==> src/rtl/line_mon_pkg.sv <==
package line_mon_pkg;

    // One bit time's worth of rail samples
    typedef struct packed {
        logic pos;
        logic neg;
    } rail_pair_t;

    // Polarity of the most recent single-rail mark
    typedef enum logic [1:0] {
        POL_NONE = 2'd0,
        POL_POS  = 2'd1,
        POL_NEG  = 2'd2
    } mark_pol_e;

    // Any rail high means a one on the merged stream
    function automatic logic is_mark(rail_pair_t s);
        return s.pos | s.neg;
    endfunction

    // Polarity of a bit; marks on both rails carry no polarity
    function automatic mark_pol_e single_pol(rail_pair_t s);
        if (s.pos && !s.neg) begin
            return POL_POS;
        end
        if (s.neg && !s.pos) begin
            return POL_NEG;
        end
        return POL_NONE;
    endfunction

endpackage

==> src/rtl/rail_sampler.sv <==
module rail_sampler
    import line_mon_pkg::*;
(
    input  logic       clk,
    input  logic       rst,
    input  logic       pos_in,
    input  logic       neg_in,
    output rail_pair_t sample
);

    // Rails are captured on the falling edge, half a bit before processing
    always_ff @(negedge clk) begin
        if (rst) begin
            sample <= '0;
        end else begin
            sample <= '{pos: pos_in, neg: neg_in};
        end
    end

endmodule

==> src/rtl/ami_decoder.sv <==
module ami_decoder
    import line_mon_pkg::*;
(
    input  logic       clk,
    input  logic       rst,
    input  rail_pair_t sample,
    output logic       nrz,
    output logic       bpv
);

    mark_pol_e last_pol;
    mark_pol_e cur_pol;
    mark_pol_e next_pol;
    logic      viol;

    always_comb begin
        cur_pol  = single_pol(sample);
        viol     = (cur_pol != POL_NONE) && (cur_pol == last_pol);
        next_pol = (cur_pol != POL_NONE) ? cur_pol : last_pol;
    end

    // Data and flag leave through the same register stage
    always_ff @(posedge clk) begin
        if (rst) begin
            last_pol <= POL_NONE;
            nrz      <= 1'b0;
            bpv      <= 1'b0;
        end else begin
            last_pol <= next_pol;
            nrz      <= is_mark(sample);
            bpv      <= viol;
        end
    end

endmodule

==> src/rtl/zero_run_detector.sv <==
module zero_run_detector #(
    parameter int unsigned LIMIT = 32,
    parameter int unsigned CW    = $clog2(LIMIT + 1)
) (
    input  logic clk,
    input  logic rst,
    input  logic mark,
    output logic loss
);

    logic [CW-1:0] run_cnt;
    logic [CW-1:0] run_next;

    // Saturating count of consecutive zeros, including the current bit
    always_comb begin
        if (mark) begin
            run_next = '0;
        end else if (run_cnt == CW'(LIMIT)) begin
            run_next = run_cnt;
        end else begin
            run_next = run_cnt + CW'(1);
        end
    end

    always_ff @(posedge clk) begin
        if (rst) begin
            run_cnt <= '0;
            loss    <= 1'b0;
        end else begin
            run_cnt <= run_next;
            loss    <= !mark && (run_next == CW'(LIMIT));
        end
    end

endmodule

==> src/rtl/bipolar_line_monitor.sv <==
module bipolar_line_monitor
    import line_mon_pkg::*;
#(
    parameter int unsigned ZERO_LIMIT = 32
) (
    input  logic clk,
    input  logic rst,
    input  logic pos_rail,
    input  logic neg_rail,
    output logic nrz_out,
    output logic bpv_flag,
    output logic carrier_loss
);

    localparam int unsigned CNT_W = $clog2(ZERO_LIMIT + 1);

    rail_pair_t smp;

    rail_sampler u_sampler (
        .clk    (clk),
        .rst    (rst),
        .pos_in (pos_rail),
        .neg_in (neg_rail),
        .sample (smp)
    );

    ami_decoder u_decoder (
        .clk    (clk),
        .rst    (rst),
        .sample (smp),
        .nrz    (nrz_out),
        .bpv    (bpv_flag)
    );

    zero_run_detector #(
        .LIMIT (ZERO_LIMIT),
        .CW    (CNT_W)
    ) u_zeros (
        .clk  (clk),
        .rst  (rst),
        .mark (is_mark(smp)),
        .loss (carrier_loss)
    );

endmodule

==> config.mk <==
export PLATFORM = sky130hd
export DESIGN_NAME = bipolar_line_monitor
export DESIGN_NICKNAME = d
export VERILOG_FILES = /design/src/rtl/line_mon_pkg.sv /design/src/rtl/rail_sampler.sv /design/src/rtl/ami_decoder.sv /design/src/rtl/zero_run_detector.sv /design/src/rtl/bipolar_line_monitor.sv
export SDC_FILE = /design/constraint.sdc
export NUM_CORES = 1
export LEC_CHECK = 0
export ABC_AREA = 1
export BUFFER_PORTS_ARGS = -buffer_cell sky130_fd_sc_hd__buf_4
export CAP_MARGIN = 10
export CORE_MARGIN = 3
export CORE_UTILIZATION = 45
export DETAILED_ROUTE_END_ITERATION = 8
export MAX_ROUTING_LAYER = met4
export SYNTH_ARGS = -nofsm -noshare
export SYNTH_HDL_FRONTEND = slang
export SYNTH_SLANG_ARGS = --single-unit
==> constraint.sdc <==
create_clock -name clk -period 3.45 [get_ports clk]
set_input_delay 0.5175 -clock clk [delete_from_list [all_inputs] [get_ports clk]]
set_output_delay 0.5175 -clock clk [all_outputs]
set_load 0.01 [all_outputs]
# After elaboration in Yosys (flattened, before gate mapping)
# Index checks and enable logic that the tools add are counted.
[classes] addsub=1 n_mux=9 n_eq_ne=3 div_mod_pow=0 n_reduce_logical=8 multipliers=0 n_lt_le_gt_ge=0 n_shift=0 bitwise_logic=1
[op_table] op="$eq 6x6->1 const B" count=2
[op_table] op="$mux 6" count=2
[op_table] op="$mux 2" count=4
[op_table] op="$add 6x1->6 const B" count=1
[op_table] op="$logic_and 1x1->1" count=4
[op_table] op="$logic_not 1->1" count=3
[op_table] op="$mux 1" count=3
[op_table] op="$eq 2x2->1" count=1
[op_table] op="$reduce_bool 2->1" count=1
[op_table] op="$or 1x1->1" count=1
[totals] wordCells=29 rom_bits=0 ram_bits=0 mem_count=0 register_bits=13 latch_bits=0 output_inout_bits=3

# Longest topological paths before layout
# Gate-level depths: netlist (run 1).
[logic_depth] word_depth=8 ltp_mapped=8 ltp_nobuf=8

# Cells and area by module
# A second synthesis (run 1) with hierarchy kept.
[unflattened] hier_cells=93 area_unflattened_um2=655.6
[by_module_without_submodules] module="zero_run_detector" seq_area_each_um2=140.1 area_each_um2=389.1 instances=1 cells_each=57
[by_module_without_submodules] module="ami_decoder" seq_area_each_um2=80.1 area_each_um2=196.4 instances=1 cells_each=26
[by_module_without_submodules] module="rail_sampler" seq_area_each_um2=40.0 area_each_um2=58.8 instances=1 cells_each=7
[by_module_without_submodules] module="bipolar_line_monitor" seq_area_each_um2=0.0 area_each_um2=11.3 instances=1 cells_each=3

==> impl_metrics.tcl, run 1 <==
set metrics [dict create \
    powerDensity_mw_per_mm2 415.1 \
    grt_usage_pct 13.13 \
    syn-num-nets 93 \
    path_class "flip-flop to flip-flop" \
    min_to "u_zeros.run_cnt[4]" \
    synth-seq-cells 13 \
    grt_pass1_vias 439 \
    final_common_cell "inv_1" \
    slew_violations 0 \
    cts.sinks 13 \
    cts_resized 0 \
    hold_start "rst" \
    clk_pin_slew_worst_paths_ns 0.09 \
    hold_viol 0 \
    crit_arrival_ns 3.07 \
    area_growth_pct 15.04 \
    gp_routability_congestion 0.8297 \
    antenna_cells 0 \
    cts_buffers 3 \
    detail_route.first_pass.iterations 4 \
    fin_setup_tns_ns 0 \
    setup_viol_count_final 0 \
    hold_path_depth 2 \
    max-slew-margin-rel_pct 83.53 \
    peakVddDrop_mv 0.2701 \
    antenna_found_initial 0 \
    cts_tree "built" \
    grt-ovfl-total 0 \
    place_hpwl_um 809.9 \
    htreeDepth 1 \
    die_y_um 42.99 \
    postCtsSetupRepairBufs 0 \
    drc 0 \
    synth_cell_types 15 \
    drt_wl_total_um 1086 \
    drv_cap 0 \
    synthesis.area_sq_um 615.6 \
    hp-class "input port to flip-flop" \
    p_leak_nw 0.3484 \
    syn_inst 84 \
    multi_input_area_sq_um 291.5 \
    rsz0062_at_grt "false" \
    final_area_sq_um 708.2 \
    ys_seq_area_share_pct 42.28 \
    wl_per_cell_um 9.963 \
    first_iter_violations 18 \
    cp-start-kind "flip-flop" \
    vias 512 \
    rows 12 \
    syn_avg_cell_area_sq_um 7.328 \
    end_kind "flip-flop" \
    cts_root_buf "clkbuf_4" \
    core-area_sq_mm 0.001186 \
    viasPerCell 4.697 \
    clk_path_buf_depth 2 \
    finalClockSkew_ns 0.06195 \
    design.die.area_sq_mm 0.001848 \
    yosysWarnings 0 \
    grt_max_degree 8 \
    start_util_pct 51.90 \
    crit_path_max_fanout 6 \
    die_w_um 42.99 \
    drive_above_1_share_pct 14.74 \
    r2r-start "u_sampler.sample[1]" \
    cts_hold_buf 0 \
    port_buffers 6 \
    worstPathRequired_ns 3.63 \
    r2r_end "u_zeros.loss" \
    final_cell_mix "17 x inv_1, 15 x nand2_1, 13 x nor2_1, 13 x dfxtp_1" \
    nFillCells 111 \
    status "completed" \
    ff_latch_area_sq_um 260.3 \
    num_io_pins 7 \
    clk_latency_ns 0.33 \
    grt_first_pass_wirelength_um 1773 \
    postRouteAntennaNets 0 \
    tightest_slew_ns 0.2467 \
    fin_nets 105 \
    place_area_sq_um 678.2 \
    r2r_cells 7 \
    r2r_slack_ns 0.55 \
]
-- worst max-delay path, stage by stage, from the launching register on --
cell and delay (ns):
dfxtp_1 0.30, inv_1 0.08, ha_1 0.26, nand3_1 0.12, nor2_1 0.11, nor2_1 0.04
nand2_1 0.05, nor2_1 0.03
-- stage by stage --
stage	hold slack (ns)	total power [mW]	setup slack, ns	utilization (%)	cells
3_3_place_gp	0.4957	0.1989	0.6601	57.17	104
3_5_place_dp	0.4978	0.1991	0.6198	57.17	104
5_1_grt	0.4561	0.3104	0.4180	59.70	109
6_report	0.4451	0.2939	0.5536	59.70	109
4_1_cts	0.4490	0.2959	0.5499	59.70	109
2_1_floorplan	0.4677	0.1885	0.7075	-	84
-- routing by layer --
| layer | GRT usage, % | wire (um) | up-vias |
|---|---|---|---|
| li1 | - | - | 280 |
| met1 | 15.86 | 550 | 214 |
| met2 | 21.26 | 463 | 16 |
| met3 | 2.542 | 62 | 2 |
| met4 | 5.422 | 9 | 0 |
| met5 | - | 0 | - |
-- cell type report --
cell class	instances	share of cell area (%)
Multi-Input combinational cell	54	41.17
Tap cell	14	2.473
Timing Repair Buffer	6	6.360
Sequential cell	13	36.75
Clock buffer	3	3.180
Inverter	16	8.481
Clock inverter	3	1.590
-- power by group --
| part | leakage [nW] | internal (mW) | switching [mW] |
|---|---|---|---|
| logic | 0.216 | 0.0126 | 0.0170 |
| registers | 0.106 | 0.157 | 0.00478 |
| clock network | 0.0260 | 0.0449 | 0.0577 |
-- kinds of logic after synthesis --
family | Yosys count | synth area share, %
compound gates | 6 | 4.877
simple gates | 43 | 32.32
buf+inv | 17 | 10.37
fa+ha+maj | 5 | 10.16
flops | 13 | 42.28
-- how the worst max path moves through the flow --
stage / startpoint / to / slack [ns] / cells past startpoint
4_1_cts: u_sampler.sample[1] / u_zeros.loss / 0.55 / 7
2_1_floorplan: u_sampler.sample[0] / u_zeros.loss / 0.71 / 7
3_5_place_dp: u_sampler.sample[0] / u_zeros.loss / 0.62 / 7
6_report: u_sampler.sample[1] / u_zeros.loss / 0.55 / 7
3_3_place_gp: u_sampler.sample[0] / u_zeros.loss / 0.66 / 7
5_1_grt: u_sampler.sample[1] / u_zeros.loss / 0.42 / 7
-- registers in the layout, indices dropped and copies added, names as in the netlist --
name	count
u_sampler.sample	2
u_zeros.run_cnt	6
u_decoder.last_pol	2
u_decoder.bpv	1
u_decoder.nrz	1
u_zeros.loss	1
-- cell usage after synthesis (all sizes together) --
library cell | number | share of area, %
inv | 17 | 10
ha | 5 | 10
nor3 | 1 | 0.81
nand3b | 1 | 1.2
nand2 | 15 | 9.1
nand3 | 8 | 8.1
a21oi | 3 | 2.4
nor2 | 15 | 10
nor4 | 1 | 1.0
dfxtp | 13 | 42
nand4 | 2 | 2.0
o21ai | 3 | 2.4
No activity file was read; power rests on OpenSTA's default activity.
==> run 2: changes to the inputs <==
PLACE_DENSITY = 0.66   (was default)
clock period = 2.4 ns   (was 3.45 ns; I/O delays follow)
==> run 2 against run 1 <==
Compared with the run above:
- global-route usage up 0.89 points
- highest routed layer unchanged
- largest cell class unchanged
- sequential power is 44% higher
- critical path depth decreased by 2
- critical path type unchanged
- final cell count up 1.8%
- worst setup slack got worse by 0.51 ns
- clock power increased by 41%
==> impl_metrics.tcl, run 2 (synthesized netlist as in run 1, its figures left out) <==
set metrics [dict create \
    min_to "u_zeros.run_cnt[3]" \
    hp-class "input port to flip-flop" \
    status "completed" \
    hold_viol 0 \
    r2r-start "u_sampler.sample[0]" \
    vias 541 \
    clk_pin_slew_worst_paths_ns 0.08 \
    slowest_delay_ns 0.35 \
    place_hpwl_um 803.4 \
    drv_cap 0 \
    drc 0 \
    grt-ovfl-total 0 \
    design.die.area_sq_mm 0.001848 \
    stdcell_count 111 \
    antenna_cells 0 \
    rsz0062_at_grt "true" \
    powerDensity_mw_per_mm2 560.9 \
    die_y_um 42.99 \
    p_leak_nw 0.3623 \
    cts_buffers 3 \
    largest_reg_flops 6 \
    viasPerCell 4.874 \
    nFillCells 101 \
    finalClockSkew_ns 0.05615 \
    grt_usage_pct 14.02 \
    htreeDepth 1 \
    setup_viol_count_final 0 \
    cp-startpoint "u_sampler.sample[0]" \
    cts_root_buf "clkbuf_4" \
    end_kind "flip-flop" \
    hold_path_depth 2 \
    grt_pass1_vias 472 \
    gp_routability_congestion 0.8987 \
    clk_latency_ns 0.33 \
    max-slew-margin-rel_pct 84.78 \
    multi_input_area_sq_um 346.6 \
    core-area_sq_mm 0.001186 \
    antenna_found_initial 0 \
    drive_above_1_share_pct 25.77 \
    die_w_um 42.99 \
    clk_path_buf_depth 2 \
    drt_wl_total_um 1161 \
    r2r_end "u_decoder.last_pol[0]" \
    crit_slowest_cell "dfxtp_2" \
    grt_max_degree 8 \
    wl_per_cell_um 10.46 \
    r2r_cells 5 \
    postRouteAntennaNets 0 \
    peakVddDrop_mv 0.4113 \
    cp-start-kind "flip-flop" \
    fin_nets 107 \
    finalPower_uw 437.9 \
    crit_path_max_fanout 3 \
    num_io_pins 7 \
    placed_cells 104 \
    start_util_pct 51.90 \
    first_iter_violations 11 \
    slew_violations 0 \
    crit_arrival_ns 2.52 \
    area_growth_pct 26.83 \
    path_class "flip-flop to flip-flop" \
    grt_first_pass_wirelength_um 1869 \
    rows 12 \
    final_common_cell "inv_1" \
    final_cell_mix "15 x inv_1, 14 x nand2_1, 13 x nor2_1, 11 x dfxtp_1, 8 x buf_4" \
    r2r_slack_ns 0.05 \
    critical_path.cell_chain "inv_2 -> ha_4 -> buf_4 -> o21ai_0 -> a21oi_1" \
    cts.sinks 13 \
    port_buffers 6 \
    hold_start "rst" \
    cts_hold_buf 0 \
    detail_route.first_pass.iterations 5 \
    tightest_slew_ns 0.2274 \
    largest_registers "u_zeros.run_cnt: 6 flops, u_decoder.last_pol: 2 flops, u_sampler.sample: 2 flops" \
    worstPathRequired_ns 2.57 \
    largest_register "u_zeros.run_cnt" \
    cts_tree "built" \
    ff_latch_area_sq_um 262.8 \
]
## run 2: final cells by class
| class | instances | share of cell area, % |
|---|---|---|
| multi-input combinational | 54 | 44.39 |
| sequential | 13 | 33.65 |
| timing repair buffer | 8 | 7.692 |
| inverter | 16 | 7.692 |
| clock buffer | 4 | 3.365 |
| tap | 14 | 2.244 |
| clock inverter | 2 | 0.9615 |
## run 2: how the worst max path moves through the flow
stage | endpoint | slack, ns | depth (start not counted)
2_1_floorplan | u_zeros.loss | 0.18 | 7
3_3_place_gp | u_decoder.bpv | 0.12 | 4
3_5_place_dp | u_zeros.loss | 0.10 | 7
4_1_cts | u_zeros.loss | 0.03 | 7
5_1_grt | u_decoder.last_pol[0] | -0.009 | 5
6_report | u_decoder.last_pol[0] | 0.05 | 5
## run 2: timing repair
item                                    4_1_cts  5_1_grt
buffers inserted                              0        2
gates resized for setup                       0       13
endpoints found under the setup margin        0        5
## run 2: report_power, final
group	switching, mW	internal [mW]
sequential	0.00809	0.226
combinational	0.0313	0.0275
clock	0.0764	0.0688
## run 2: worst max-delay path: cells and delay by family, from the launching register on
kind	cells	cell delay, ns
compound gates	2	0.21
buf+inv	2	0.20
flops	1	0.35
fa+ha+maj	1	0.23
## run 2: through the flow
| stage | utilization [%] | cell area, sq um | hold WS (ns) | setup slack [ns] | setup TNS, ns |
|---|---|---|---|---|---|
| after floorplan | - | 615.6 | 0.4324 | 0.1825 | 0 |
| after global placement | 57.17 | 678.2 | 0.4982 | 0.1213 | 0 |
| after detailed placement | 57.17 | 678.2 | 0.5068 | 0.1044 | 0 |
| after CTS | 59.70 | 708.2 | 0.2929 | 0.02819 | 0 |
| after global routing | 65.82 | 780.7 | 0.2946 | -0.009337 | -0.009337 |
| final | 65.82 | 780.7 | 0.2936 | 0.04559 | 0 |
## run 2: metal layers
| layer | global-route usage [%] | wire length (um) | part of all wire [%] | up-vias |
|---|---|---|---|---|
| met4 | 8.434 | 28 | 2.4 | 0 |
| li1 | - | - | - | 287 |
| met2 | 20.36 | 506 | 44 | 16 |
| met5 | - | 0 | 0 | - |
| met1 | 17.90 | 569 | 49 | 233 |
| met3 | 2.542 | 57 | 4.9 | 5 |
==> run 3: changes to the inputs <==
clock period = 2.05 ns   (was 2.4 ns; I/O delays follow)
==> run 3 against run 2 <==
Compared with the run above:
- worst setup slack worse by 0.065 ns
- non-clock buffer count grew 2
- wire length increased by 1.6%
- first-iteration DRC count down 64%
- die area stayed put
- sequential cell count did not move
- the run now ends with setup timing left
- largest power group unchanged
- clock skew up 0.011 ns
- utilization up 2.5 points
==> impl_metrics.tcl, run 3 (synthesized netlist as in run 1, its figures left out) <==
set metrics [dict create \
    status "finished, violations left" \
    failed_checks "setup timing" \
    finalClockSkew_ns 0.06698 \
    critical_path.cell_chain "inv_2 -> ha_2 -> inv_2 -> nor2_1 -> nor4_1" \
    drive_above_1_share_pct 34.34 \
    detail_route.first_pass.iterations 4 \
    port_buffers 6 \
    cts.sinks 13 \
    combPwrFrac_pct 13.2 \
    drv_cap 0 \
    postRouteAntennaNets 0 \
    largest_register "u_zeros.run_cnt" \
    dp_slack_ns -0.09681 \
    setup_ws_ns -0.01901 \
    final_common_cell "nand2_1" \
    viasPerCell 4.761 \
    cts_buffers 3 \
    intPower_uw 372.7 \
    crit_top_cell "inv_2" \
    grt-ovfl-total 0 \
    num_io_pins 7 \
    setup_viol_count_final 2 \
    design.die.area_sq_mm 0.001848 \
    hp-class "input port to flip-flop" \
    max-slew-margin-rel_pct 83.63 \
    largest_reg_flops 6 \
    powerDensity_mw_per_mm2 629.1 \
    start_util_pct 51.90 \
    clk_pin_slew_worst_paths_ns 0.08 \
    fin_nets 109 \
    crit_buf_inv 2 \
    fin_setup_tns_ns -0.03608 \
    place_hpwl_um 833.9 \
    slew_violations 0 \
    cts_root_buf "clkbuf_4" \
    wl_per_cell_um 10.43 \
    rsz0062_at_grt "true" \
    die_y_um 42.99 \
    core-area_sq_mm 0.001186 \
    antenna_found_initial 0 \
    slowest_delay_ns 0.33 \
    peakVddDrop_mv 0.4405 \
    first_iter_violations 4 \
    grt_pass1_vias 463 \
    gp_routability_congestion 0.7786 \
    cp-start-kind "flip-flop" \
    grt_first_pass_wirelength_um 1890 \
    hold_viol 0 \
    tightest_slew_ns 0.2452 \
    area_growth_pct 31.71 \
    path_class "flip-flop to flip-flop" \
    pwr-share-seq_pct 53.5 \
    clk_path_buf_depth 2 \
    die_w_um 42.99 \
    cts_tree "built" \
    finalPower_uw 510.0 \
    crit_slowest_cell "dfxtp_2" \
    htreeDepth 1 \
    vias 538 \
    end_kind "flip-flop" \
    p_sw_share_pct 26.93 \
    crit_path_max_fanout 2 \
    drt_wl_total_um 1179 \
    final_core_utilization_pct 68.35 \
    grt_usage_pct 14.25 \
    clockPowerShare_pct 33.3 \
    antenna_cells 0 \
    rows 12 \
    largest_registers "u_zeros.run_cnt: 6 flops, u_decoder.last_pol: 2 flops, u_sampler.sample: 2 flops" \
    clk_latency_ns 0.34 \
    drc 0 \
    grt_max_degree 8 \
    p_leak_nw 0.3729 \
    switchingPower_uw 137.3 \
    crit_arrival_ns 2.26 \
    final_cell_mix "15 x nand2_1, 13 x inv_1, 11 x dfxtp_1, 10 x nor2_1, 8 x buf_4" \
    worstPathRequired_ns 2.24 \
    cp_top_family "flip-flops" \
]
[run 3: changes by cell type in the layout (fill, tap and decap cells not counted), sizes merged]
cell	previous run	this run
clkbuf	4	3
clkinv	0	1
buf	8	10
[run 3: area by class of cell]
cell class | count | area, sq um
flip-flops and latches | 13 | 262.8
clock inverters | 3 | 11.26
fillers | 103 | 375.4
clock buffers | 3 | 22.52
multi-input cells | 54 | 351.6
repair buffers | 10 | 82.58
inverters | 16 | 62.56
well taps | 14 | 17.52
[run 3: worst paths after layout]
kind	from	endpoint	slack [ns]	depth (start not counted)
worst max-delay path	u_sampler.sample[0]	u_decoder.bpv	-0.02	5
worst min-delay path	rst	u_decoder.nrz	0.25	2
worst max register to register	u_sampler.sample[0]	u_decoder.bpv	-0.02	5
worst min register to register	u_decoder.last_pol[0]	u_decoder.bpv	0.51	2
[run 3: metrics by stage]
step           cell area, sq um  hold slack (ns)  instances
6_report                  810.8           0.2485        113
5_1_grt                   810.8           0.2400        113
4_1_cts                   774.5           0.2405        114
3_5_place_dp              708.2           0.5028        108
3_3_place_gp              708.2           0.4954        108
2_1_floorplan             615.6           0.3799         84
[run 3: power groups by stage]
stage | combinational [mW] | clock [mW] | sequential, mW
after floorplan | 0.0307 | 0.00917 | 0.277
after global placement | 0.0515 | 0.00917 | 0.277
after detailed placement | 0.0522 | 0.00917 | 0.277
after CTS | 0.0625 | 0.176 | 0.273
after global routing | 0.0762 | 0.195 | 0.275
final | 0.0675 | 0.170 | 0.273
[run 3: what timing repair did]
action | in CTS | in global routing
pin swaps | 1 | 3
buffers inserted | 1 | 0
gates resized for setup | 12 | 12
hold buffers | 0 | 0
endpoints found under the setup margin | 11 | 8
[run 3: worst register-to-register path, cell delays in order, from the launching register on]
cell and delay, ns:
dfxtp_2 0.33, inv_2 0.05, ha_2 0.19, inv_2 0.05
nor2_1 0.03, nor4_1 0.24
[run 3: layer usage]
layer,GRT usage (%),wire [um],share of wire (%)
met1,15.74,529,45
met2,22.46,560,47
met3,6.356,60,5.1
met4,5.422,28,2.4
met5,-,0,0
